[config.mk]
export PLATFORM = sky130hd
export DESIGN_NAME = byte_wm_fifo
export DESIGN_NICKNAME = d
export VERILOG_FILES = /design/src/rtl/bwf_pkg.sv /design/src/rtl/bwf_store.sv /design/src/rtl/bwf_ctrl.sv /design/src/rtl/bwf_irq.sv /design/src/rtl/byte_wm_fifo.sv
export SDC_FILE = /design/constraint.sdc
export NUM_CORES = 1
export LEC_CHECK = 0
export CORE_ASPECT_RATIO = 0.6
export CORE_MARGIN = 2
export CORE_UTILIZATION = 30
export DETAILED_ROUTE_END_ITERATION = 10
export GPL_TIMING_DRIVEN = 0
export PLACE_DENSITY = 0.54
export SYNTH_ARGS = -nofsm -noshare
export SYNTH_HDL_FRONTEND = slang
export SYNTH_SLANG_ARGS = --single-unit
[constraint.sdc]
create_clock -name clk -period 5.7 [get_ports clk]
set_input_delay 0.57 -clock clk [delete_from_list [all_inputs] [get_ports clk]]
set_output_delay 0.57 -clock clk [all_outputs]
set_load 0.005 [all_outputs]
[src/rtl/bwf_pkg.sv]
package bwf_pkg;
    typedef enum logic [1:0] {
        ST_IDLE    = 2'd0,
        ST_TX_RUN  = 2'd1,
        ST_TX_DONE = 2'd2,
        ST_RX_RUN  = 2'd3
    } bwf_state_e;

    localparam logic [1:0] CFG_RX_MARK = 2'd0;
    localparam logic [1:0] CFG_TX_MARK = 2'd1;
    localparam logic [1:0] CFG_LEN_LO  = 2'd2;
    localparam logic [1:0] CFG_LEN_HI  = 2'd3;
endpackage

[src/rtl/bwf_store.sv]
module bwf_store #(
    parameter int DW    = 8,
    parameter int DEPTH = 128
) (
    input  logic                       clk,
    input  logic                       rst_n,
    input  logic                       push_req,
    input  logic [DW-1:0]              push_data,
    input  logic                       pop_req,
    output logic [DW-1:0]              head,
    output logic [$clog2(DEPTH):0]     level,
    output logic                       full,
    output logic                       empty,
    output logic                       push_ok,
    output logic                       pop_ok
);
    localparam int AW = $clog2(DEPTH);
    localparam int LW = AW + 1;

    logic [DW-1:0] mem [DEPTH];
    logic [AW-1:0] wr_ptr;
    logic [AW-1:0] rd_ptr;

    assign full    = (level == LW'(DEPTH));
    assign empty   = (level == '0);
    assign push_ok = push_req && !full;
    assign pop_ok  = pop_req && !empty;
    assign head    = mem[rd_ptr];

    always_ff @(posedge clk) begin
        if (push_ok) begin
            mem[wr_ptr] <= push_data;
        end
    end

    always_ff @(posedge clk or negedge rst_n) begin
        if (!rst_n) begin
            wr_ptr <= '0;
            rd_ptr <= '0;
            level  <= '0;
        end else begin
            if (push_ok) wr_ptr <= wr_ptr + 1'b1;
            if (pop_ok)  rd_ptr <= rd_ptr + 1'b1;
            unique case ({push_ok, pop_ok})
                2'b10:   level <= level + 1'b1;
                2'b01:   level <= level - 1'b1;
                default: level <= level;
            endcase
        end
    end
endmodule

[src/rtl/bwf_ctrl.sv]
module bwf_ctrl
    import bwf_pkg::*;
#(
    parameter int DW   = 8,
    parameter int LENW = 16
) (
    input  logic            clk,
    input  logic            rst_n,
    input  logic            start,
    input  logic            dir_tx,
    input  logic            host_push,
    input  logic [DW-1:0]   host_din,
    input  logic            host_pop,
    input  logic            host_last,
    input  logic            line_push,
    input  logic [DW-1:0]   line_din,
    input  logic            line_pop,
    input  logic [LENW-1:0] tx_len,
    input  logic            full,
    input  logic            empty,
    input  logic            pop_ok,
    output logic            push_req,
    output logic [DW-1:0]   push_data,
    output logic            pop_req,
    output bwf_state_e      state,
    output logic [LENW-1:0] sent_cnt,
    output logic            last_seen,
    output logic            ovf,
    output logic            udf
);
    bwf_state_e state_nx;
    logic       start_ok;
    logic       len_hit;

    assign start_ok = start && (state == ST_IDLE || state == ST_TX_DONE);
    assign len_hit  = pop_ok && (({1'b0, sent_cnt} + 1'b1) == {1'b0, tx_len});

    // state register
    always_ff @(posedge clk or negedge rst_n) begin
        if (!rst_n) state <= ST_IDLE;
        else        state <= state_nx;
    end

    // transitions
    always_comb begin
        state_nx = state;
        unique case (state)
            ST_IDLE, ST_TX_DONE: begin
                if (start) begin
                    if (!dir_tx)           state_nx = ST_RX_RUN;
                    else if (tx_len == '0) state_nx = ST_TX_DONE;
                    else                   state_nx = ST_TX_RUN;
                end
            end
            ST_TX_RUN: begin
                if (len_hit)                state_nx = ST_TX_DONE;
                else if (last_seen && empty) state_nx = ST_TX_DONE;
            end
            ST_RX_RUN: begin
                if (host_last) state_nx = ST_IDLE;
            end
            default: state_nx = ST_IDLE;
        endcase
    end

    // strobe routing
    always_comb begin
        push_req  = host_push;
        push_data = host_din;
        pop_req   = 1'b0;
        unique case (state)
            ST_RX_RUN: begin
                push_req  = line_push;
                push_data = line_din;
                pop_req   = host_pop;
            end
            ST_TX_RUN: pop_req = line_pop;
            default:   pop_req = 1'b0;
        endcase
    end

    always_ff @(posedge clk or negedge rst_n) begin
        if (!rst_n) begin
            sent_cnt  <= '0;
            last_seen <= 1'b0;
            ovf       <= 1'b0;
            udf       <= 1'b0;
        end else begin
            if (start_ok)                        sent_cnt <= '0;
            else if (state == ST_TX_RUN && pop_ok) sent_cnt <= sent_cnt + 1'b1;

            if (start_ok && !dir_tx)                            last_seen <= 1'b0;
            else if (state == ST_TX_RUN && state_nx == ST_TX_DONE) last_seen <= 1'b0;
            else if (host_last && state != ST_RX_RUN)           last_seen <= 1'b1;

            if (start_ok)             ovf <= 1'b0;
            else if (push_req && full) ovf <= 1'b1;

            if (start_ok)              udf <= 1'b0;
            else if (pop_req && empty) udf <= 1'b1;
        end
    end
endmodule

[src/rtl/bwf_irq.sv]
module bwf_irq
    import bwf_pkg::*;
#(
    parameter int LW  = 8,
    parameter int WMW = 8
) (
    input  logic           clk,
    input  logic           rst_n,
    input  bwf_state_e     state,
    input  logic [LW-1:0]  level,
    input  logic [WMW-1:0] rx_mark,
    input  logic [WMW-1:0] tx_mark,
    input  logic           last_seen,
    input  logic           irq_ack,
    output logic           irq
);
    localparam int CW = (LW > WMW) ? LW : WMW;

    logic [CW-1:0] lvl_c;
    logic [CW-1:0] rx_c;
    logic [CW-1:0] tx_c;
    logic          cond;
    logic          silenced;

    assign lvl_c = CW'(level);
    assign rx_c  = CW'(rx_mark);
    assign tx_c  = CW'(tx_mark);

    always_comb begin
        unique case (state)
            ST_RX_RUN: cond = (lvl_c >= rx_c);
            ST_TX_RUN: cond = !last_seen && (lvl_c <= tx_c);
            default:   cond = 1'b0;
        endcase
    end

    always_ff @(posedge clk or negedge rst_n) begin
        if (!rst_n)       silenced <= 1'b0;
        else if (!cond)   silenced <= 1'b0;
        else if (irq_ack) silenced <= 1'b1;
    end

    assign irq = cond && !silenced;
endmodule

[src/rtl/byte_wm_fifo.sv]
module byte_wm_fifo
    import bwf_pkg::*;
#(
    parameter int DW         = 8,
    parameter int DEPTH      = 128,
    parameter int WMW        = 8,
    parameter int RX_WM_INIT = 124,
    parameter int TX_WM_INIT = 4
) (
    input  logic                   clk,
    input  logic                   rst_n,
    input  logic                   start,
    input  logic                   dir_tx,
    input  logic                   host_push,
    input  logic [DW-1:0]          host_din,
    input  logic                   host_pop,
    input  logic                   host_last,
    input  logic                   line_push,
    input  logic [DW-1:0]          line_din,
    input  logic                   line_pop,
    output logic [DW-1:0]          head_data,
    input  logic                   cfg_we,
    input  logic [1:0]             cfg_sel,
    input  logic [7:0]             cfg_data,
    input  logic                   irq_ack,
    output logic [$clog2(DEPTH):0] level,
    output logic [15:0]            sent_cnt,
    output logic                   irq,
    output logic                   done,
    output logic                   ovf,
    output logic                   udf
);
    localparam int LW   = $clog2(DEPTH) + 1;
    localparam int LENW = 16;

    logic [WMW-1:0]  rx_mark;
    logic [WMW-1:0]  tx_mark;
    logic [LENW-1:0] tx_len;
    logic            push_req;
    logic [DW-1:0]   push_data;
    logic            pop_req;
    logic            full;
    logic            empty;
    logic            push_ok;
    logic            pop_ok;
    logic            last_seen;
    bwf_state_e      st;

    always_ff @(posedge clk or negedge rst_n) begin
        if (!rst_n) begin
            rx_mark <= WMW'(RX_WM_INIT);
            tx_mark <= WMW'(TX_WM_INIT);
            tx_len  <= '0;
        end else if (cfg_we) begin
            unique case (cfg_sel)
                CFG_RX_MARK: rx_mark      <= WMW'(cfg_data);
                CFG_TX_MARK: tx_mark      <= WMW'(cfg_data);
                CFG_LEN_LO:  tx_len[7:0]  <= cfg_data;
                CFG_LEN_HI:  tx_len[15:8] <= cfg_data;
                default:     tx_len       <= tx_len;
            endcase
        end
    end

    bwf_store #(.DW(DW), .DEPTH(DEPTH)) u_store (
        .clk(clk), .rst_n(rst_n),
        .push_req(push_req), .push_data(push_data), .pop_req(pop_req),
        .head(head_data), .level(level), .full(full), .empty(empty),
        .push_ok(push_ok), .pop_ok(pop_ok)
    );

    bwf_ctrl #(.DW(DW), .LENW(LENW)) u_ctrl (
        .clk(clk), .rst_n(rst_n), .start(start), .dir_tx(dir_tx),
        .host_push(host_push), .host_din(host_din), .host_pop(host_pop),
        .host_last(host_last), .line_push(line_push), .line_din(line_din),
        .line_pop(line_pop), .tx_len(tx_len), .full(full), .empty(empty),
        .pop_ok(pop_ok), .push_req(push_req), .push_data(push_data),
        .pop_req(pop_req), .state(st), .sent_cnt(sent_cnt),
        .last_seen(last_seen), .ovf(ovf), .udf(udf)
    );

    bwf_irq #(.LW(LW), .WMW(WMW)) u_irq (
        .clk(clk), .rst_n(rst_n), .state(st), .level(level),
        .rx_mark(rx_mark), .tx_mark(tx_mark), .last_seen(last_seen),
        .irq_ack(irq_ack), .irq(irq)
    );

    assign done = (st == ST_TX_DONE);
endmodule

==> results.sh, run 1 <==
export IMPL_status="finished clean"
export IMPL_tritoncts_num_sinks=1100
export IMPL_insertion_delay_ns=0.72
export IMPL_final_min_clock_period_ns=5.60
export IMPL_synthMuxAreaShare=0.171
export IMPL_synth_adder_area_share=0.00782
export IMPL_num_nets_final=2419
export IMPL_cp_cell_sequence="buf_2, buf_2, clkdlybuf4s15_2, mux4_2, a22oi_1, nand2_1, a211oi_1, a211oi_1, o211ai_1, o21ai_0, clkdlybuf4s50_1"
export IMPL_detailroute_via_count=23887
export IMPL_synth_ff_latch_count=1100
export IMPL_worst_path_dominant_cell_family="buffers and inverters"
export IMPL_postRouteWirelength_um=143000
export IMPL_pwr_share_seq=0.374
export IMPL_yosys_area_top_type="edfxtp_1"
export IMPL_r2r_path_end="u_store.mem[51][6]$_DFFE_PP_"
export IMPL_number_of_detailed_routing_iterations_run_before_antenna_repair=5
export IMPL_hpwl_um=100000
export IMPL_fmaxAchievable_mhz=178
export IMPL_areaGrowthSynthToFinish_pct=15.4
export IMPL_wl_per_cell_um=32.7
export IMPL_worst_hold_slack_ns=0.433
export IMPL_async_reset_ff_frac=0.0691
export IMPL_setup_violations=0
export IMPL_cp_data_required_time_ns=5.13
export IMPL_die_area_um2=150000
export IMPL_psw_w=0.00971
export IMPL_finalCritPeriodShare=0.983
export IMPL_slew_violations=0
export IMPL_synth_net_count=2240
export IMPL_globalplace_congestion=0.925
export IMPL_cell_internal_pwr_w=0.0170
export IMPL_port_buffers=72
export IMPL_worst_ir_drop_vdd_v=0.000375
export IMPL_ys_warnings_count=0
export IMPL_htree_levels=3
export IMPL_die_height_um=301
export IMPL_initialDrtViolationCount=3775
export IMPL_antenna_left=0
export IMPL_worst_slew_margin_rel=0.0207
export IMPL_io_pin_count=73
export IMPL_critical_path_startpoint_type="flop"
export IMPL_preCtsSetupSlack_ns=-0.128
export IMPL_postCtsSetupRepairBufs=0
export IMPL_leakage_nw=15.9
export IMPL_worst_setup_path_end_kind="primary output"
export IMPL_timing_reg2reg_worst_path_depth=9
export IMPL_largest_family_of_logic_cells_by_synthesized_area="multiplexers"
export IMPL_worst_slew_pin_slew_ns=1.47
export IMPL_worst_clock_skew_ns=0.0262
export IMPL_yosys_area_share_xor_xnor=0.00873
export IMPL_drc=0
export IMPL_post_synthesis_mean_instance_area_um2=20.3
export IMPL_report_power_total_w=0.0267
export IMPL_netlist_instances=2176
export IMPL_cap_viol_max_count=0
export IMPL_edff_count_synth=1024
export IMPL_grt_max_degree=91
export IMPL_synthDominantCellAreaShare=0.696
export IMPL_cp_num_buf_inv=4
export IMPL_post_synth_top_count_cell="edfxtp_1"
export IMPL_cts_root_buffer_cell="clkbuf_16"
export IMPL_core_region_area_um2=147000
export IMPL_post_route_cells_drive_above_1_share=0.241
export IMPL_filler_instances=13615
export IMPL_overflow=0
export IMPL_cts_tree="built"
export IMPL_die_x_um=499
export IMPL_netSwitchingFraction=0.364
export IMPL_grt_util_all_layers=0.189
export IMPL_register_area_um2=32700
export IMPL_most_used_flip_flop_cell_after_synthesis="edfxtp_1"
export IMPL_post_synth_and_or_nand_nor_area_fraction=0.0361
export IMPL_placementRows=109
export IMPL_multi_input_comb_area_um2=10900
export IMPL_top_cells_by_area_synth="edfxtp_1 (70%), mux4_2 (15%), dfrtp_1 (4.0%)"
export IMPL_compound_gate_portion_of_the_synthesized_area=0.0221
export IMPL_share_clk_of_total_power=0.259
export IMPL_antenna_found_initial=20
export IMPL_synth_distinct_cells=68
export IMPL_grt_pass1_wl_um=194000
export IMPL_post_synth_instance_area_um2=44200
export IMPL_worstSetupStartpoint="u_store.rd_ptr[1]$_DFFE_PN0P_"
export IMPL_r2r_slack_ns=1.04
export IMPL_critPathSlowestCell="clkdlybuf4s15_2"
export IMPL_grt_setup_unrepaired="false"
export IMPL_clkSlewWorstSetupHoldPaths_ns=0.07
export IMPL_finalWorstSetupSlack_ns=0.0975
export IMPL_drt_vias_per_instance=5.45
export IMPL_initial_core_util=0.301
export IMPL_clock_tree_buffer_depth=3
export IMPL_cts_buffers_inserted=97
export IMPL_first_global_vias=23094
export IMPL_layout_core_utilization=0.347
export IMPL_ranking_of_synthesized_cells_by_instance_count="edfxtp_1 (1,024), mux4_2 (300), nor2_1 (168)"
export IMPL_critical_path_reg2reg_startpoint="u_ctrl.state[1]$_DFF_PN0_"
export IMPL_pwr_share_comb=0.367
export IMPL_final_hold_violation_count=0
export IMPL_crit_path_max_incr_delay_ns=0.77
export IMPL_holdCritPathClass="input pin to async pin"
export IMPL_worstPathMaxFanout=10
export IMPL_worst_endpoint_arrival_ns=5.03
export IMPL_pwr_density_cell_nw_per_um2=523
export IMPL_timing_worst_setup_path_type="flop to primary output"
export IMPL_seq_area_frac_synth=0.739
[what timing repair did]
action,in CTS,in global routing
gates cloned,0,0
hold endpoints to repair,31,0
hold buffers,1,0
resized for setup,19,5
setup endpoints to repair,8,4
[worst reg2reg max path, cell delays in order (launching register included)]
cell and delay [ns]:
dfrtp_1 0.32, buf_2 0.22, nand2_4 0.17, mux2i_1 0.18, a21oi_1 0.46, inv_1 0.17, nor2_1 0.28, nand3_1 0.77
clkbuf_1 0.75, nor2_1 0.96
[placed cells by master (no fill, tap or decap), types with 10 or more instances in the layout]
cell type	count
nand2_1	65
edfxtp_1	1024
clkbuf_1	46
mux2i_1	27
dfrtp_1	70
clkdlybuf4s50_1	71
buf_2	35
clkinv_1	19
o21ai_0	55
ha_1	26
xor2_1	15
clkinv_2	10
nor3_1	12
inv_1	28
nand3_1	21
mux2_2	35
xnor2_1	29
nor2b_1	18
mux4_2	300
a21oi_1	23
nor2_1	168
buf_4	16
buf_16	10
bufinv_16	14
clkbuf_16	99
nand2b_1	13
[through the flow]
step	setup TNS (ns)	instances	cell area (um^2)
after floorplan	0	2176	44200
after global placement	-0.214	4190	47300
after detailed placement	-0.237	4200	47600
after CTS	0	4379	50900
after global routing	0	4378	51000
final	0	4383	51000
[power by group through the flow]
stage / Sequential (W) / Combinational [W] / Clock [W]
2_1_floorplan: 0.0101 / 0.00494 / 0
6_report: 0.00997 / 0.00980 / 0.00691
3_5_place_dp: 0.0101 / 0.00964 / 0
3_3_place_gp: 0.0102 / 0.00935 / 0
4_1_cts: 0.00997 / 0.00968 / 0.00699
5_1_grt: 0.00999 / 0.0101 / 0.00730
[final cells by class]
cell class                      count  area share
Sequential cell                  1100       0.641
Antenna cell                        5    0.000245
Clock inverter                     64      0.0146
Clock buffer                      116      0.0499
Multi-Input combinational cell    941       0.213
Tap cell                         1942      0.0477
Inverter                           28     0.00206
Buffer                            104      0.0119
Timing Repair Buffer               83      0.0197
[metal layers]
layer	part of all wire	GRT usage	wire length (um)
met3	0.13	0.0730	19300
met5	0	0	0
met4	0.016	0.0366	2300
met1	0.46	0.295	65700
met2	0.39	0.245	55900
[how the worst max path moves through the flow]
| stage | end | slack [ns] | cells past startpoint |
|---|---|---|---|
| after global placement | head_data[2] | -0.13 | 9 |
| final | head_data[5] | 0.1 | 11 |
| after CTS | head_data[0] | 0.04 | 9 |
| after global routing | head_data[7] | 0.007 | 9 |
| after detailed placement | head_data[7] | -0.13 | 9 |
| after floorplan | u_store.level[7]$_DFFE_PN0P_ | 2.57 | 13 |
[sequential cells by signal (all words and copies together) (netlist names)]
register          cells
rx_mark               8
tx_len               16
tx_mark               8
u_ctrl.last_seen      1
u_ctrl.ovf            1
u_ctrl.sent_cnt      16
u_ctrl.state          2
u_ctrl.udf            1
u_irq.silenced        1
u_store.level         8
u_store.mem        1024
u_store.rd_ptr        7
u_store.wr_ptr        7
[cells by family (layout without fill, tap and decap cells)]
group	after synthesis	after routing
buffers and inverters	135	395
other	0	5
and+or+nand+nor	346	346
xor gates and xnor gates	44	44
adders and majority gates	27	27
DFF	1100	1100
AOI/OAI and AO/OA	152	152
muxes	372	372
Note: power is estimated with default switching activity, not from simulation.
==> run 2, diff against run 1 <==
--- a/config.mk
+++ b/config.mk
@@ -6,10 +6,8 @@
 export NUM_CORES = 1
 export LEC_CHECK = 0
 export CORE_ASPECT_RATIO = 0.6
-export CORE_MARGIN = 2
 export CORE_UTILIZATION = 30
 export DETAILED_ROUTE_END_ITERATION = 10
-export GPL_TIMING_DRIVEN = 0
 export PLACE_DENSITY = 0.54
 export SYNTH_ARGS = -nofsm -noshare
 export SYNTH_HDL_FRONTEND = slang
==> results.sh, run 2 (synthesis gave the netlist of run 1 again) <==
export IMPL_status="finished clean"
export IMPL_worst_hold_slack_ns=0.0488
export IMPL_die_x_um=497
export IMPL_cp_cell_sequence="buf_4, mux4_2, mux2i_1, nand2_1, o21ai_0, or4_1, o21ai_0, clkdlybuf4s50_1"
export IMPL_grt_pass1_wl_um=165000
export IMPL_insertion_delay_ns=0.72
export IMPL_drt_vias_per_instance=5.19
export IMPL_worst_clock_skew_ns=0.0327
export IMPL_hpwl_um=73200
export IMPL_crit_end="head_data[5]"
export IMPL_worstSetupStartpoint="u_store.rd_ptr[1]$_DFFE_PN0P_"
export IMPL_antenna_found_initial=5
export IMPL_core_region_area_um2=145000
export IMPL_filler_instances=13334
export IMPL_detailroute_via_count=22342
export IMPL_critical_path_startpoint_type="flop"
export IMPL_final_min_clock_period_ns=5.16
export IMPL_timing_reg2reg_worst_path_depth=7
export IMPL_worstPathMaxFanout=48
export IMPL_slew_violations=0
export IMPL_timing_worst_setup_path_type="flop to primary output"
export IMPL_r2r_slack_ns=1.59
export IMPL_drc=0
export IMPL_die_area_um2=149000
export IMPL_htree_levels=3
export IMPL_postCtsSetupRepairBufs=0
export IMPL_setup_violations=0
export IMPL_cts_tree="built"
export IMPL_cts_buffers_inserted=98
export IMPL_timing_setup_tns_ns=0
export IMPL_number_of_detailed_routing_iterations_run_before_antenna_repair=6
export IMPL_io_pin_count=73
export IMPL_grt_max_degree=88
export IMPL_worst_path_dominant_cell_family="flip-flops"
export IMPL_critPathSlowestCell="dfrtp_4"
export IMPL_postRouteWirelength_um=114000
export IMPL_critical_path_reg2reg_startpoint="u_ctrl.state[1]$_DFF_PN0_"
export IMPL_fmaxAchievable_mhz=194
export IMPL_overflow=0
export IMPL_antenna_left=0
export IMPL_wl_per_cell_um=26.4
export IMPL_initial_core_util=0.304
export IMPL_finalCritPeriodShare=0.906
export IMPL_cap_viol_max_count=0
export IMPL_antenna_cells_inserted=0
export IMPL_initialDrtViolationCount=2548
export IMPL_grt_setup_unrepaired="false"
export IMPL_crit_cells=8
export IMPL_final_hold_violation_count=0
export IMPL_worst_ir_drop_vdd_v=0.000266
export IMPL_cp_data_required_time_ns=5.13
export IMPL_multi_input_comb_area_um2=10900
export IMPL_tritoncts_num_sinks=1100
export IMPL_r2r_path_end="u_store.mem[123][7]$_DFFE_PP_"
export IMPL_pwr_density_cell_nw_per_um2=492
export IMPL_postCtsHoldBufs=0
export IMPL_crit_path_max_incr_delay_ns=1.05
export IMPL_worst_endpoint_arrival_ns=4.59
export IMPL_critical_path_most_common_cell="o21ai_0"
export IMPL_most_common_cell_after_layout_fill_and_taps_aside="edfxtp_1"
export IMPL_grt_util_all_layers=0.153
export IMPL_holdCritPathClass="input pin to async pin"
export IMPL_worst_slew_pin_slew_ns=1.20
export IMPL_layout_top_registers="u_store.mem (1024), tx_len (16), u_ctrl.sent_cnt (16)"
export IMPL_port_buffers=72
export IMPL_max_flop_register="u_store.mem"
export IMPL_areaGrowthSynthToFinish_pct=14.7
export IMPL_cp_num_buf_inv=2
export IMPL_cts_resized_gates=0
export IMPL_worst_slew_margin_rel=0.199
export IMPL_post_route_cells_drive_above_1_share=0.238
export IMPL_largest_register_ffs=1024
export IMPL_clkSlewWorstSetupHoldPaths_ns=0.06
export IMPL_die_height_um=299
export IMPL_num_nets_final=2363
export IMPL_clock_tree_buffer_depth=3
export IMPL_register_area_um2=32700
export IMPL_leakage_nw=15.8
export IMPL_placementRows=108
export IMPL_cts_root_buffer_cell="clkbuf_16"
export IMPL_mostFrequentLayoutCells="edfxtp_1 (1,024), mux4_2 (300), nor2_1 (168)"
export IMPL_first_global_vias=22444
export IMPL_worst_setup_path_end_kind="primary output"
export IMPL_globalplace_congestion=0.840
[run 2: worst min-delay path by stage]
stage	slack [ns]	depth (start not counted)	from	end
floorplan	0.27	0	rst_n	rx_mark[0]$_DFFE_PN0P_
global placement	0.48	1	u_store.wr_ptr[2]$_DFFE_PN0P_	u_store.wr_ptr[2]$_DFFE_PN0P_
detailed placement	0.49	1	tx_mark[4]$_DFFE_PN0P_	tx_mark[4]$_DFFE_PN0P_
CTS	0.05	1	rst_n	tx_len[11]$_DFFE_PN0P_
global route	0.10	1	rst_n	tx_mark[7]$_DFFE_PN0P_
finish	0.05	1	rst_n	u_store.level[3]$_DFFE_PN0P_
[run 2: worst register-to-register path, cell delays in order, from the launching register on]
cell and delay, ns:
dfrtp_1 0.60, nand2_4 0.21, mux2i_1 0.19, a21oi_1 0.41, inv_1 0.13, nor2_1 0.30
nand3_2 0.73, nor2_1 1.15
[run 2: area by class of cell]
cell class | count | area share
tap | 1925 | 0.0475
inverter | 28 | 0.00207
sequential | 1100 | 0.645
timing repair buffer | 130 | 0.0247
multi-input combinational | 941 | 0.215
clock buffer | 117 | 0.0511
clock inverter | 63 | 0.0152
[run 2: power by group]
| group | leakage [nW] | switching [W] | total [W] | internal, W |
|---|---|---|---|---|
| Combinational | 3.99 | 0.00448 | 0.00765 | 0.00317 |
| Clock | 1.62 | 0.00302 | 0.00703 | 0.00402 |
| Sequential | 10.1 | 0.000476 | 0.0103 | 0.00980 |
[run 2: routing by layer]
metal,vias up,wire [um],GRT usage
met4,0,1900,0.0347
met2,949,47600,0.211
met3,132,10300,0.0389
met1,12070,54000,0.238
li1,9191,-,-
met5,-,0,0
[run 2: per-stage QoR]
stage                     setup slack, ns  utilization  total power (W)  std cells  cell area, um^2
after global placement               1.09        0.326           0.0180       4124            47300
after global routing                0.249        0.349           0.0259       4304            50700
after CTS                           0.270        0.349           0.0252       4304            50700
final                               0.536        0.349           0.0250       4304            50700
after detailed placement             1.08        0.326           0.0182       4124            47300
after floorplan                      2.57            -           0.0150       2176            44200
==> run 3, diff against run 2 <==
--- a/config.mk
+++ b/config.mk
@@ -9,6 +9,7 @@
 export CORE_UTILIZATION = 30
 export DETAILED_ROUTE_END_ITERATION = 10
 export PLACE_DENSITY = 0.54
+export SLEW_MARGIN = 20
 export SYNTH_ARGS = -nofsm -noshare
 export SYNTH_HDL_FRONTEND = slang
 export SYNTH_SLANG_ARGS = --single-unit
==> results.sh, run 3 (synthesis gave the netlist of run 1 again) <==
export IMPL_grt_setup_unrepaired="false"
export IMPL_crit_path_max_incr_delay_ns=1.05
export IMPL_cts_root_buffer_cell="clkbuf_16"
export IMPL_placementRows=108
export IMPL_setup_violations=0
export IMPL_final_hold_violation_count=0
export IMPL_finalCritPeriodShare=0.908
export IMPL_pwr_density_cell_nw_per_um2=492
export IMPL_critical_path_most_common_cell="o21ai_0"
export IMPL_io_pin_count=73
export IMPL_postRouteWirelength_um=114000
export IMPL_worst_slew_margin_rel=0.251
export IMPL_worst_ir_drop_vdd_v=0.000267
export IMPL_wl_per_cell_um=26.5
export IMPL_drt_vias_per_instance=5.19
export IMPL_grt_max_degree=88
export IMPL_post_route_cells_drive_above_1_share=0.239
export IMPL_leakage_nw=15.8
export IMPL_number_of_detailed_routing_iterations_run_before_antenna_repair=6
export IMPL_layout_core_utilization=0.349
export IMPL_globalplace_congestion=0.840
export IMPL_timing_setup_tns_ns=0
export IMPL_areaGrowthSynthToFinish_pct=14.8
export IMPL_grt_util_all_layers=0.153
export IMPL_worstPathMaxFanout=48
export IMPL_status="finished clean"
export IMPL_mostFrequentLayoutCells="edfxtp_1 (1,024), mux4_2 (300), nor2_1 (165)"
export IMPL_tritoncts_num_sinks=1100
export IMPL_most_common_cell_after_layout_fill_and_taps_aside="edfxtp_1"
export IMPL_fmaxAchievable_mhz=193
export IMPL_detailroute_via_count=22338
export IMPL_critPathSlowestCell="dfrtp_4"
export IMPL_cts_tree="built"
export IMPL_antenna_found_initial=5
export IMPL_clock_tree_buffer_depth=3
export IMPL_die_height_um=299
export IMPL_worst_endpoint_arrival_ns=4.60
export IMPL_worst_clock_skew_ns=0.0306
export IMPL_worst_slew_pin_slew_ns=1.12
export IMPL_insertion_delay_ns=0.72
export IMPL_filler_instances=13336
export IMPL_cp_data_required_time_ns=5.13
export IMPL_preCtsSetupSlack_ns=1.08
export IMPL_drc=0
export IMPL_cts_buffers_inserted=98
export IMPL_first_global_vias=22444
export IMPL_core_region_area_um2=145000
export IMPL_finalWorstSetupSlack_ns=0.526
export IMPL_layout_top_registers="u_store.mem (1024), tx_len (16), u_ctrl.sent_cnt (16)"
export IMPL_final_instance_count_excl_fill=4306
export IMPL_grt_pass1_wl_um=165000
export IMPL_slew_violations=0
export IMPL_initial_core_util=0.304
export IMPL_placedCellCount=4124
export IMPL_num_nets_final=2364
export IMPL_clkSlewWorstSetupHoldPaths_ns=0.06
export IMPL_overflow=0
export IMPL_max_flop_register="u_store.mem"
export IMPL_port_buffers=72
export IMPL_cts_resized_gates=0
export IMPL_final_min_clock_period_ns=5.17
export IMPL_hpwl_um=73200
export IMPL_cp_cell_sequence="buf_4, mux4_2, mux2i_1, nand2_1, o21ai_0, or4_1, o21ai_0, clkdlybuf4s50_1"
export IMPL_holdCritPathClass="input pin to async pin"
export IMPL_critical_path_startpoint_type="flop"
export IMPL_worst_setup_path_end_kind="primary output"
export IMPL_report_power_total_w=0.0250
export IMPL_htree_levels=3
export IMPL_antenna_left=0
export IMPL_initialDrtViolationCount=2547
export IMPL_cap_viol_max_count=0
export IMPL_die_x_um=497
export IMPL_timing_worst_setup_path_type="flop to primary output"
export IMPL_largest_register_ffs=1024
export IMPL_die_area_um2=149000
## run 3: changes by cell type in the layout (fill, tap and decap cells not counted)
cell / delta
buf_4: -1
buf_6: +1
diode_2: +1
dlygate4sd3_1: +1
nor2_1: -3
nor2_2: +3
## run 3: repair_timing
action	4_1_cts	5_1_grt
buffers inserted	0	0
endpoints found under the hold margin	0	70
hold buffers	0	1
## run 3: worst paths after layout
| kind | start | endpoint | slack, ns | cells past startpoint |
|---|---|---|---|---|
| min reg2reg | u_store.wr_ptr[2]$_DFFE_PN0P_ | u_store.wr_ptr[2]$_DFFE_PN0P_ | 0.50 | 1 |
| min in group clk | u_store.wr_ptr[2]$_DFFE_PN0P_ | u_store.wr_ptr[2]$_DFFE_PN0P_ | 0.50 | 1 |
| max in group asynchronous | rst_n | u_store.rd_ptr[2]$_DFFE_PN0P_ | 4.61 | 2 |
| max | u_store.rd_ptr[1]$_DFFE_PN0P_ | head_data[5] | 0.53 | 8 |
| min | rst_n | u_store.level[3]$_DFFE_PN0P_ | 0.47 | 2 |
| max reg2reg | u_ctrl.state[1]$_DFF_PN0_ | u_store.mem[67][0]$_DFFE_PP_ | 1.59 | 7 |
## run 3: layout make-up
cell class	instances	area (um^2)	area share
Sequential cell	1100	32700	0.645
Antenna cell	1	2.50	0.0000494
Tap cell	1925	2410	0.0475
Inverter	28	105	0.00207
Multi-Input combinational cell	941	10900	0.215
Clock buffer	117	2590	0.0510
Clock inverter	63	771	0.0152
Timing Repair Buffer	131	1270	0.0250
## run 3: metrics by stage
step                      instance area, um^2  hold WS [ns]
final                                   50700         0.474
after global routing                    50700         0.521
after CTS                               50700        0.0538
after detailed placement                47300         0.494
after global placement                  47300         0.484
after floorplan                         44200         0.274
## run 3: worst max-delay path: cells and delay by family (launching register included)
family,cells,cell delay (ns)
flops,1,1.05
buf+inv,2,0.99
simple gates,2,0.77
compound gates,2,0.75
mux,2,0.31
## run 3: power by group
part	internal (W)	switching, W	leakage [nW]
logic	0.00317	0.00448	4.00
registers	0.00980	0.000476	10.1
clock network	0.00402	0.00302	1.62
total	0.0170	0.00798	15.8
## run 3: metal layers
| metal | vias up | share of wire | track usage |
|---|---|---|---|
| li1 | 9191 | - | - |
| met1 | 12081 | 0.48 | 0.238 |
| met2 | 936 | 0.42 | 0.211 |
| met3 | 130 | 0.086 | 0.0389 |
| met4 | 0 | 0.016 | 0.0347 |
| met5 | - | 0 | 0 |
